==> src/rtl/fir_sys_pkg.sv <==
package fir_sys_pkg;

  // Width of every product and partial sum in the cascade.
  localparam int unsigned ACC_W = 48;

  // Arithmetic right shift followed by a clamp to a signed ow-bit range,
  // returned sign-extended to the accumulator width.
  function automatic logic signed [ACC_W-1:0] scale_clamp(
    input logic signed [ACC_W-1:0] acc,
    input int unsigned             sh,
    input int unsigned             ow
  );
    logic signed [ACC_W-1:0] shifted;
    logic signed [ACC_W-1:0] top;
    logic signed [ACC_W-1:0] bottom;
    shifted = acc >>> sh;
    top     = ({{(ACC_W-1){1'b0}}, 1'b1} << (ow - 1)) - {{(ACC_W-1){1'b0}}, 1'b1};
    bottom  = ~top;
    if (shifted > top)         return top;
    else if (shifted < bottom) return bottom;
    else                       return shifted;
  endfunction

endpackage

==> src/rtl/fir_sys_tap.sv <==
module fir_sys_tap
  import fir_sys_pkg::*;
#(
  parameter int unsigned              DATA_W = 25,
  parameter int unsigned              COEF_W = 18,
  parameter bit                       FIRST  = 1'b0,
  parameter logic signed [COEF_W-1:0] COEF   = '0
) (
  input  logic                     clk,
  input  logic                     rst,
  input  logic signed [DATA_W-1:0] x_i,
  input  logic                     xv_i,
  input  logic signed [ACC_W-1:0]  sum_i,
  output logic signed [DATA_W-1:0] x_o,
  output logic                     xv_o,
  output logic signed [ACC_W-1:0]  sum_o
);
  localparam int unsigned PROD_W = COEF_W + DATA_W;

  logic signed [DATA_W-1:0] op_x;
  logic                     op_v;
  logic signed [COEF_W-1:0] coef_r;
  logic signed [PROD_W-1:0] mult_w;
  logic signed [ACC_W-1:0]  prod_r;
  logic signed [ACC_W-1:0]  sum_r;

  // Sample delay: one stage for the first tap, two for the rest.
  generate
    if (FIRST) begin : g_one_stage
      always_ff @(posedge clk) begin
        if (rst) begin
          op_x <= '0;
          op_v <= 1'b0;
        end else begin
          op_x <= x_i;
          op_v <= xv_i;
        end
      end
    end else begin : g_two_stage
      logic signed [DATA_W-1:0] mid_x;
      logic                     mid_v;
      always_ff @(posedge clk) begin
        if (rst) begin
          mid_x <= '0;
          mid_v <= 1'b0;
          op_x  <= '0;
          op_v  <= 1'b0;
        end else begin
          mid_x <= x_i;
          mid_v <= xv_i;
          op_x  <= mid_x;
          op_v  <= mid_v;
        end
      end
    end
  endgenerate

  assign mult_w = coef_r * op_x;

  always_ff @(posedge clk) begin
    if (rst) begin
      coef_r <= '0;
      prod_r <= '0;
      sum_r  <= '0;
    end else begin
      coef_r <= COEF;
      prod_r <= {{(ACC_W-PROD_W){mult_w[PROD_W-1]}}, mult_w};
      sum_r  <= sum_i + prod_r;
    end
  end

  assign x_o   = op_x;
  assign xv_o  = op_v;
  assign sum_o = sum_r;

  // the registered product carries the sign of operand times coefficient.
  p_prod_sign_r1: assert property (@(posedge clk) disable iff (rst)
    (op_x != '0 && coef_r != '0) |=>
      prod_r[ACC_W-1] == ($past(op_x[DATA_W-1]) ^ COEF[COEF_W-1]));

  // an invalid sample slot produces no product.
  p_gap_zero_r2: assert property (@(posedge clk) disable iff (rst)
    !op_v |=> prod_r == '0);

endmodule

==> src/rtl/fir_sys_out.sv <==
module fir_sys_out
  import fir_sys_pkg::*;
#(
  parameter int unsigned OUT_W = 16,
  parameter int unsigned SHIFT = 8
) (
  input  logic                    clk,
  input  logic                    rst,
  input  logic signed [ACC_W-1:0] acc_i,
  output logic signed [OUT_W-1:0] y_o
);
  localparam logic signed [OUT_W-1:0] HI_OUT = {1'b0, {(OUT_W-1){1'b1}}};
  localparam logic signed [OUT_W-1:0] LO_OUT = {1'b1, {(OUT_W-1){1'b0}}};
  localparam logic signed [ACC_W-1:0] HI_ACC = {{(ACC_W-OUT_W){1'b0}}, HI_OUT};
  localparam logic signed [ACC_W-1:0] LO_ACC = {{(ACC_W-OUT_W){1'b1}}, LO_OUT};

  logic signed [ACC_W-1:0] scaled_w;
  logic signed [ACC_W-1:0] shifted_w;
  logic                    over_hi_w;
  logic                    over_lo_w;

  assign scaled_w  = scale_clamp(acc_i, SHIFT, OUT_W);
  assign shifted_w = acc_i >>> SHIFT;
  assign over_hi_w = shifted_w > HI_ACC;
  assign over_lo_w = shifted_w < LO_ACC;

  always_ff @(posedge clk) begin
    if (rst) y_o <= '0;
    else     y_o <= scaled_w[OUT_W-1:0];
  end

  p_sat_hi_r6: assert property (@(posedge clk) disable iff (rst)
    over_hi_w |=> y_o == HI_OUT);

  p_sat_lo_r6: assert property (@(posedge clk) disable iff (rst)
    over_lo_w |=> y_o == LO_OUT);

  p_pass_r5: assert property (@(posedge clk) disable iff (rst)
    (!over_hi_w && !over_lo_w) |=> y_o == $past(shifted_w[OUT_W-1:0]));

endmodule

==> src/rtl/fir_systolic.sv <==
module fir_systolic
  import fir_sys_pkg::*;
#(
  parameter int unsigned NUM_TAPS = 4,
  parameter int unsigned DATA_W   = 25,
  parameter int unsigned COEF_W   = 18,
  parameter int unsigned OUT_W    = 16,
  parameter int unsigned SHIFT    = 8,
  parameter logic [NUM_TAPS*COEF_W-1:0] COEFS =
    {18'h20000, 18'h003E8, 18'h3FFFB, 18'h00003}
) (
  input  logic                     clk,
  input  logic                     rst,
  input  logic                     in_valid,
  input  logic signed [DATA_W-1:0] in_data,
  output logic                     out_valid,
  output logic signed [OUT_W-1:0]  out_data
);
  // operand reg + product reg + one sum reg per tap + output reg
  localparam int unsigned LAT = NUM_TAPS + 3;

  logic signed [DATA_W-1:0] x_chain [NUM_TAPS+1];
  logic                     v_chain [NUM_TAPS+1];
  logic signed [ACC_W-1:0]  s_chain [NUM_TAPS+1];
  logic [LAT-1:0]           vld_sr;

  // Invalid slots enter the delay line as zero samples.
  assign x_chain[0] = in_valid ? in_data : '0;
  assign v_chain[0] = in_valid;
  assign s_chain[0] = '0;

  generate
    for (genvar k = 0; k < NUM_TAPS; k++) begin : g_tap
      fir_sys_tap #(
        .DATA_W (DATA_W),
        .COEF_W (COEF_W),
        .FIRST  (k == 0),
        .COEF   (COEFS[k*COEF_W +: COEF_W])
      ) u_tap (
        .clk   (clk),
        .rst   (rst),
        .x_i   (x_chain[k]),
        .xv_i  (v_chain[k]),
        .sum_i (s_chain[k]),
        .x_o   (x_chain[k+1]),
        .xv_o  (v_chain[k+1]),
        .sum_o (s_chain[k+1])
      );
    end
  endgenerate

  fir_sys_out #(
    .OUT_W (OUT_W),
    .SHIFT (SHIFT)
  ) u_out (
    .clk   (clk),
    .rst   (rst),
    .acc_i (s_chain[NUM_TAPS]),
    .y_o   (out_data)
  );

  always_ff @(posedge clk) begin
    if (rst) vld_sr <= '0;
    else     vld_sr <= {vld_sr[LAT-2:0], in_valid};
  end
  assign out_valid = vld_sr[LAT-1];

  // an invalid slot stays a zero sample all the way to the last tap.
  p_tail_gap_r2: assert property (@(posedge clk) disable iff (rst)
    !v_chain[NUM_TAPS] |-> x_chain[NUM_TAPS] == '0);

  // the edge after a reset cycle leaves the output cleared.
  p_reset_clear_r7: assert property (@(posedge clk)
    rst |=> (out_valid == 1'b0 && out_data == '0));

endmodule

==> config.mk <==
export PLATFORM = sky130hd
export DESIGN_NAME = fir_systolic
export DESIGN_NICKNAME = d
export VERILOG_FILES = /design/src/rtl/fir_sys_pkg.sv /design/src/rtl/fir_sys_tap.sv /design/src/rtl/fir_sys_out.sv /design/src/rtl/fir_systolic.sv
export SDC_FILE = /design/constraint.sdc
export NUM_CORES = 2
export LEC_CHECK = 0
export BUFFER_PORTS_ARGS = -buffer_cell sky130_fd_sc_hd__buf_2
export CORE_AREA = 2 2 320 227
export DETAILED_ROUTE_END_ITERATION = 12
export DIE_AREA = 0 0 322 229
export HOLD_SLACK_MARGIN = 0.03
export PLACE_DENSITY = 0.69
export SYNTH_ARGS = -nofsm -noshare
export SYNTH_HDL_FRONTEND = slang
export SYNTH_SLANG_ARGS = --single-unit
==> constraint.sdc <==
create_clock -name clk -period 7.8 [get_ports clk]
set_input_delay 0.78 -clock clk [delete_from_list [all_inputs] [get_ports clk]]
set_output_delay 0.78 -clock clk [all_outputs]
set_load 0.005 [all_outputs]
After elaboration in Yosys (flattened, before gate mapping)
Index checks and enable logic that the tools add are counted.
{"block": "word_totals", "ff_bits": 568, "output_inout_bits": 17, "input_bits": 28, "elab_cells": 40}
{"block": "op_classes", "n_addsub": 3, "n_reduce_logical": 2, "order_cmp": 2, "mux": 6, "bitwise_logic": 1, "multipliers": 4}
{"operator": "$mul 18x25->43", "count": 2}
{"operator": "$add 48x36->48", "count": 1}
{"operator": "$add 48x43->48", "count": 1}
{"operator": "$add 28x43->44", "count": 1}
{"operator": "$gt 40x16->1 const B", "count": 1}
{"operator": "$lt 40x16->1 const B", "count": 1}
{"operator": "$mul 11x25->36", "count": 1}
{"operator": "$mux 18", "count": 2}
{"operator": "$mul 3x25->28", "count": 1}
{"operator": "$mux 16", "count": 1}
{"operator": "$mux 15", "count": 1}
{"operator": "$mux 10", "count": 1}
{"operator": "$reduce_or 2->1", "count": 2}
{"operator": "$mux 2", "count": 1}
{"operator": "$not 1->1", "count": 1}

Depth between registers and ports, before layout
{"block": "depth", "depth_word": 3, "ltp_mapped": 28, "mapped_depth_nobuf": 25}

Hierarchy
Synthesis repeated with hierarchy kept, for this count alone.
{"block": "hier_totals", "cells_unflattened": 4581, "hier_area_um2": 41434.7}
{"module": "fir_sys_tap (g_tap[1].u_tap)", "cells_each": 1904, "seq_area_each_um2": 2882.8, "n_inst": 1, "area_each_um2": 17553.1}
{"module": "fir_sys_tap (g_tap[2].u_tap)", "cells_each": 1180, "seq_area_each_um2": 2682.6, "n_inst": 1, "area_each_um2": 10587.7}
{"module": "fir_sys_tap (g_tap[0].u_tap)", "cells_each": 805, "seq_area_each_um2": 2062.0, "n_inst": 1, "area_each_um2": 6821.5}
{"module": "fir_sys_tap (g_tap[3].u_tap)", "cells_each": 565, "seq_area_each_um2": 2542.4, "n_inst": 1, "area_each_um2": 5311.3}
{"module": "fir_sys_out", "cells_each": 85, "seq_area_each_um2": 320.3, "n_inst": 1, "area_each_um2": 794.5}
{"module": "fir_systolic", "cells_each": 42, "seq_area_each_um2": 140.1, "n_inst": 1, "area_each_um2": 366.6}

Worst setup path after synthesis
No wires, ideal clock.
{"block": "synth_timing", "kind": "register -> register", "start": "register g_tap[0].u_tap.coef_r[0] (netlist name)", "end": "register g_tap[1].u_tap.prod_r[41]", "arrival_time_ns": 7.086, "setup_slack_ns": 0.593, "setup_time_ns": 0.121, "period_less_slack_ns": 7.207, "path_stages_with_launch": 27, "required_ns": 7.679, "n_path_buf": 3, "cell_sequence": "dfxtp_1 -> clkbuf_1 -> clkbuf_1 -> buf_1 -> nand2_1 -> inv_1 -> fa_1 -> fa_1 -> inv_1 -> fa_1 -> fa_1 -> inv_1 -> fa_1 -> inv_1 -> fa_1 -> inv_1 -> ha_1 -> nand3_2 -> a2111oi_2 -> nor3_2 -> o41ai_4 -> a31oi_1 -> o31a_1 -> o21ai_2 -> a31o_4 -> a221oi_2 -> mux2_4"}
{"item": "end signal, assigned", "line_no": "fir_sys_tap.sv:67", "source": "prod_r <= {{(ACC_W-PROD_W){mult_w[PROD_W-1]}}, mult_w};"}
{"item": "end, declared", "line_no": "fir_sys_tap.sv:24", "source": "logic signed [ACC_W-1:0] prod_r;"}

==> summary by stage <==
Timing
The max-slew violation count is 0. On the final layout, the worst hold slack is 0.394 ns. Clock skew on the completed layout was measured at 0.0389 ns. Setup repair after global routing left no endpoint under its margin. The clock period minus worst slack is 7.32 ns.

For the final routed database, the setup TNS stands at 0 ns. The hold violation total from the final report is 0. The achievable frequency is 0.137 GHz. Setup violations remaining at the end of the flow were counted as 0. At the pin with the least slew margin, the transition time is 1.02 ns. The final cycle utilization of the critical path is 93.8%. Measured against its own limit, the worst slew margin works out to 31.7%.

Logic synthesis
Of the synthesized area, sequential elements account for 27.4%. Yosys instantiated no cell more often than inv_1. Ranked by instance count, the synthesized netlist is headed by inv_1, dfxtp_1, ha_1, fa_1, nor2_1. dfxtp_1 takes more of the synthesized area than any other cell. The number of warning messages in the yosys log is 0. Synthesis inferred 478 register bits.

In the synthesized netlist, the number of instances is 3574. Counting flops with a built-in enable in the synthesized netlist gives 0. After synthesis, the largest area contributor takes up 27.4% of total cell area.

A synthesized cell averages 9.78 um2. After synthesis, the cell types taking the most area are dfxtp_1, fa_1, ha_1. The share of synthesized flip-flops with an asynchronous set or reset is 0%. The mapped cell area is 35000 um2. The number of distinct library cells after synthesis is 89. The prevailing post-synth register cell is dfxtp_1.

Power
The maximum vdd ir drop is 157 uV. The combinational fraction of design power is 20.2%. The static power due to leakage is 19.1 nW. Net switching is 28.8% of the power. In this run, flip-flops and latches consume 42.6% of the power. The clock group share of total power is 37.1%. The net switching power is 1.81 mW. The internal power contribution is 4.46 mW. For this design the ratio of total power to cell area is 166 nW/um2.

Route
The first detailed-routing pass ran for 5 iterations. For this block, the initial DRC count from the detailed router was 1686. Using the TritonRoute via totals, the vias-per-cell ratio works out to 5.16.

Detailed routing inserted a total of 23600 vias. The detail route stage leaves a number of antenna-violating nets equal to 0. After detailed routing, the average wire length per cell comes to 17.4 um. In the routed design, unresolved DRC markers number 0. The total routed wirelength is 79300 um.

Global route
The all-layer global routing usage is 22.3%. The overflow left after global routing is 0. Entering global routing, the biggest net connects 225 pins. The first global-routing pass estimated 129000 um of wire. The initial antenna violation count is 6. The via count of the first global-routing pass is 23800.

Placement
The number of buffers inserted by port buffering is 44. The HPWL after detailed placement is 64900 um. At the end of routability-driven placement, the weighted congestion stood at 0.929.

CTS
The hold buffer count at CTS is 0. The tree is rooted in a clkbuf_16. The later-pin clock latency in the skew report is 0.59 ns. The clock buffer count from CTS is 47.

The TritonCTS clock tree is built. The maximum buffer depth of the clock tree is 3. The count of H-tree levels built during CTS is 2. After clock tree synthesis, the clock-pin slew on the worst setup and hold paths is 0.08 ns. The sink count of the clock tree is 478. The post-CTS resize count is 0.

Post-CTS timing repair inserted 0 buffers for setup.

Floorplanning
The die extent in x is 322 um. Pin placement for this block handled 45 I/O pins. The die area is 73700 um2.

The site row count is 82. The initial cell density of the core is 49.4%. In this run the vertical extent of the chip is 229 um.

The region available for standard cell placement spans 70800 um2.

Critical path
STA classifies the critical path endpoint as a register. In this run the worst path has a maximum fanout of 26. STA puts the critical path data arrival time at 7.76 ns. STA classifies the critical path startpoint as a register.

The critical path class is reg -> reg. The required arrival time at the worst endpoint is 8.25 ns.

Layout
The total inserted antenna cells is 0. The net count of the finished layout is 4422. The area added between synthesis and finish is 8.21%. The layout has 6366 filler cells. The fraction of layout cells with a size suffix above 1 is 5.00%.

Status
The flow ran to the end, and the final reports show no timing, DRC or antenna violations.

Flow run
The count of maximum capacitance violations is 0.

Worst hold path
The path class of the tightest hold or removal check is in -> reg.
-- layer usage --
layer  routed length, um  GRT usage [%]
met5                  24              0
met4                1270           4.12
met3                7040           6.47
met2               30500           30.6
met1               40500           34.4
-- power by group through the flow --
stage | combinational, mW | sequential [mW] | clock [mW]
2_1_floorplan | 0.958 | 2.69 | 0
3_3_place_gp | 1.24 | 2.72 | 0
3_5_place_dp | 1.26 | 2.73 | 0
4_1_cts | 1.27 | 2.67 | 2.38
5_1_grt | 1.44 | 2.68 | 2.47
6_report | 1.27 | 2.67 | 2.33
-- path summary, 6_finish.rpt --
path | startpoint | to | slack (ns) | cells after the start
worst max-delay path | g_tap[0].u_tap.coef_r[0] | g_tap[1].u_tap.prod_r[41] | 0.48 | 24
worst min-delay path | in_data[21] | g_tap[0].u_tap.x_o[21] | 0.39 | 2
worst max register to register | g_tap[0].u_tap.coef_r[0] | g_tap[1].u_tap.prod_r[41] | 0.48 | 24
worst min register to register | g_tap[0].u_tap.prod_r[8] | g_tap[0].u_tap.sum_o[8] | 0.43 | 1
-- critical path: stages, from the launching register on --
cell and delay, ns:
dfxtp_4 0.51, and2_2 0.28, inv_1 0.13, fa_1 0.60, inv_1 0.13, fa_1 0.55
inv_1 0.06, fa_1 0.50, inv_1 0.05, fa_1 0.46, fa_1 0.54, inv_1 0.05
fa_1 0.54, inv_1 0.04, ha_1 0.37, a21oi_1 0.19, o21ai_0 0.12, nor3_2 0.32
o41ai_4 0.12, a31oi_1 0.37, o31a_1 0.26, o21ai_2 0.10, a31o_4 0.27, a221oi_2 0.27
mux2_4 0.32
-- state kept, by name, summed over array words and instances (netlist names) --
register                       flops
vld_sr                             7
g_tap.u_tap.coef_r                 1
g_tap.u_tap.g_two_stage.mid_x     75
u_out.y_o                         16
g_tap.u_tap.prod_r               130
g_tap.u_tap.x_o                  100
g_tap.u_tap.sum_o                149
-- layout by cell type, fill, tap and decap left out, types with 6 or more instances in the layout --
cell and count:
a211oi_1 22, a21o_1 94, a21oi_1 158, a221o_1 6
a31oi_1 14, a41o_1 6, and2_1 95, and3_1 21
buf_2 43, buf_4 27, clkbuf_1 7, clkbuf_16 47
clkbuf_8 9, clkinv_2 7, conb_1 9, dfxtp_1 477
fa_1 381, ha_1 404, inv_1 487, nand2_1 130
nand2b_1 26, nand3_1 33, nand4_1 25, nor2_1 301
nor2b_1 234, nor3_1 44, nor4_1 21, o211ai_1 10
o21a_1 43, o21ai_0 42, o21ai_1 42, o21bai_1 31
o31a_1 6, o31ai_1 7, or3_1 10, xnor2_1 121
xor2_1 81
-- logic make-up after synthesis --
family | after synthesis | synth area share, %
AOI/OAI and AO/OA | 547 | 10.6
xor gates and xnor gates | 202 | 5.06
adders and majority gates | 786 | 36.3
buffers and inverters | 581 | 6.24
DFF | 478 | 27.4
muxes | 6 | 0.200
other | 2 | 0.0215
and+or+nand+nor | 972 | 14.2
-- layout make-up --
type	count	area [um2]	area share [%]
multi-input cells	2522	23200	61.4
flip-flops and latches	478	9570	25.3
inverters	488	1830	4.84
clock buffers	63	1330	3.51
well taps	924	1160	3.06
repair buffers	72	453	1.20
clock inverters	20	253	0.668
-- stage by stage --
stage	area, um2	cells	total power [mW]	worst slack, ns	utilization [%]
after global routing	37800	4567	6.60	0.0773	53.4
after CTS	37800	4567	6.32	0.354	53.4
after detailed placement	36200	4484	3.98	0.424	51.2
after floorplan	35000	3581	3.65	0.593	-
after global placement	36200	4484	3.97	0.500	51.2
final	37800	4567	6.27	0.483	53.4
No activity file was read; power rests on OpenSTA's default activity.
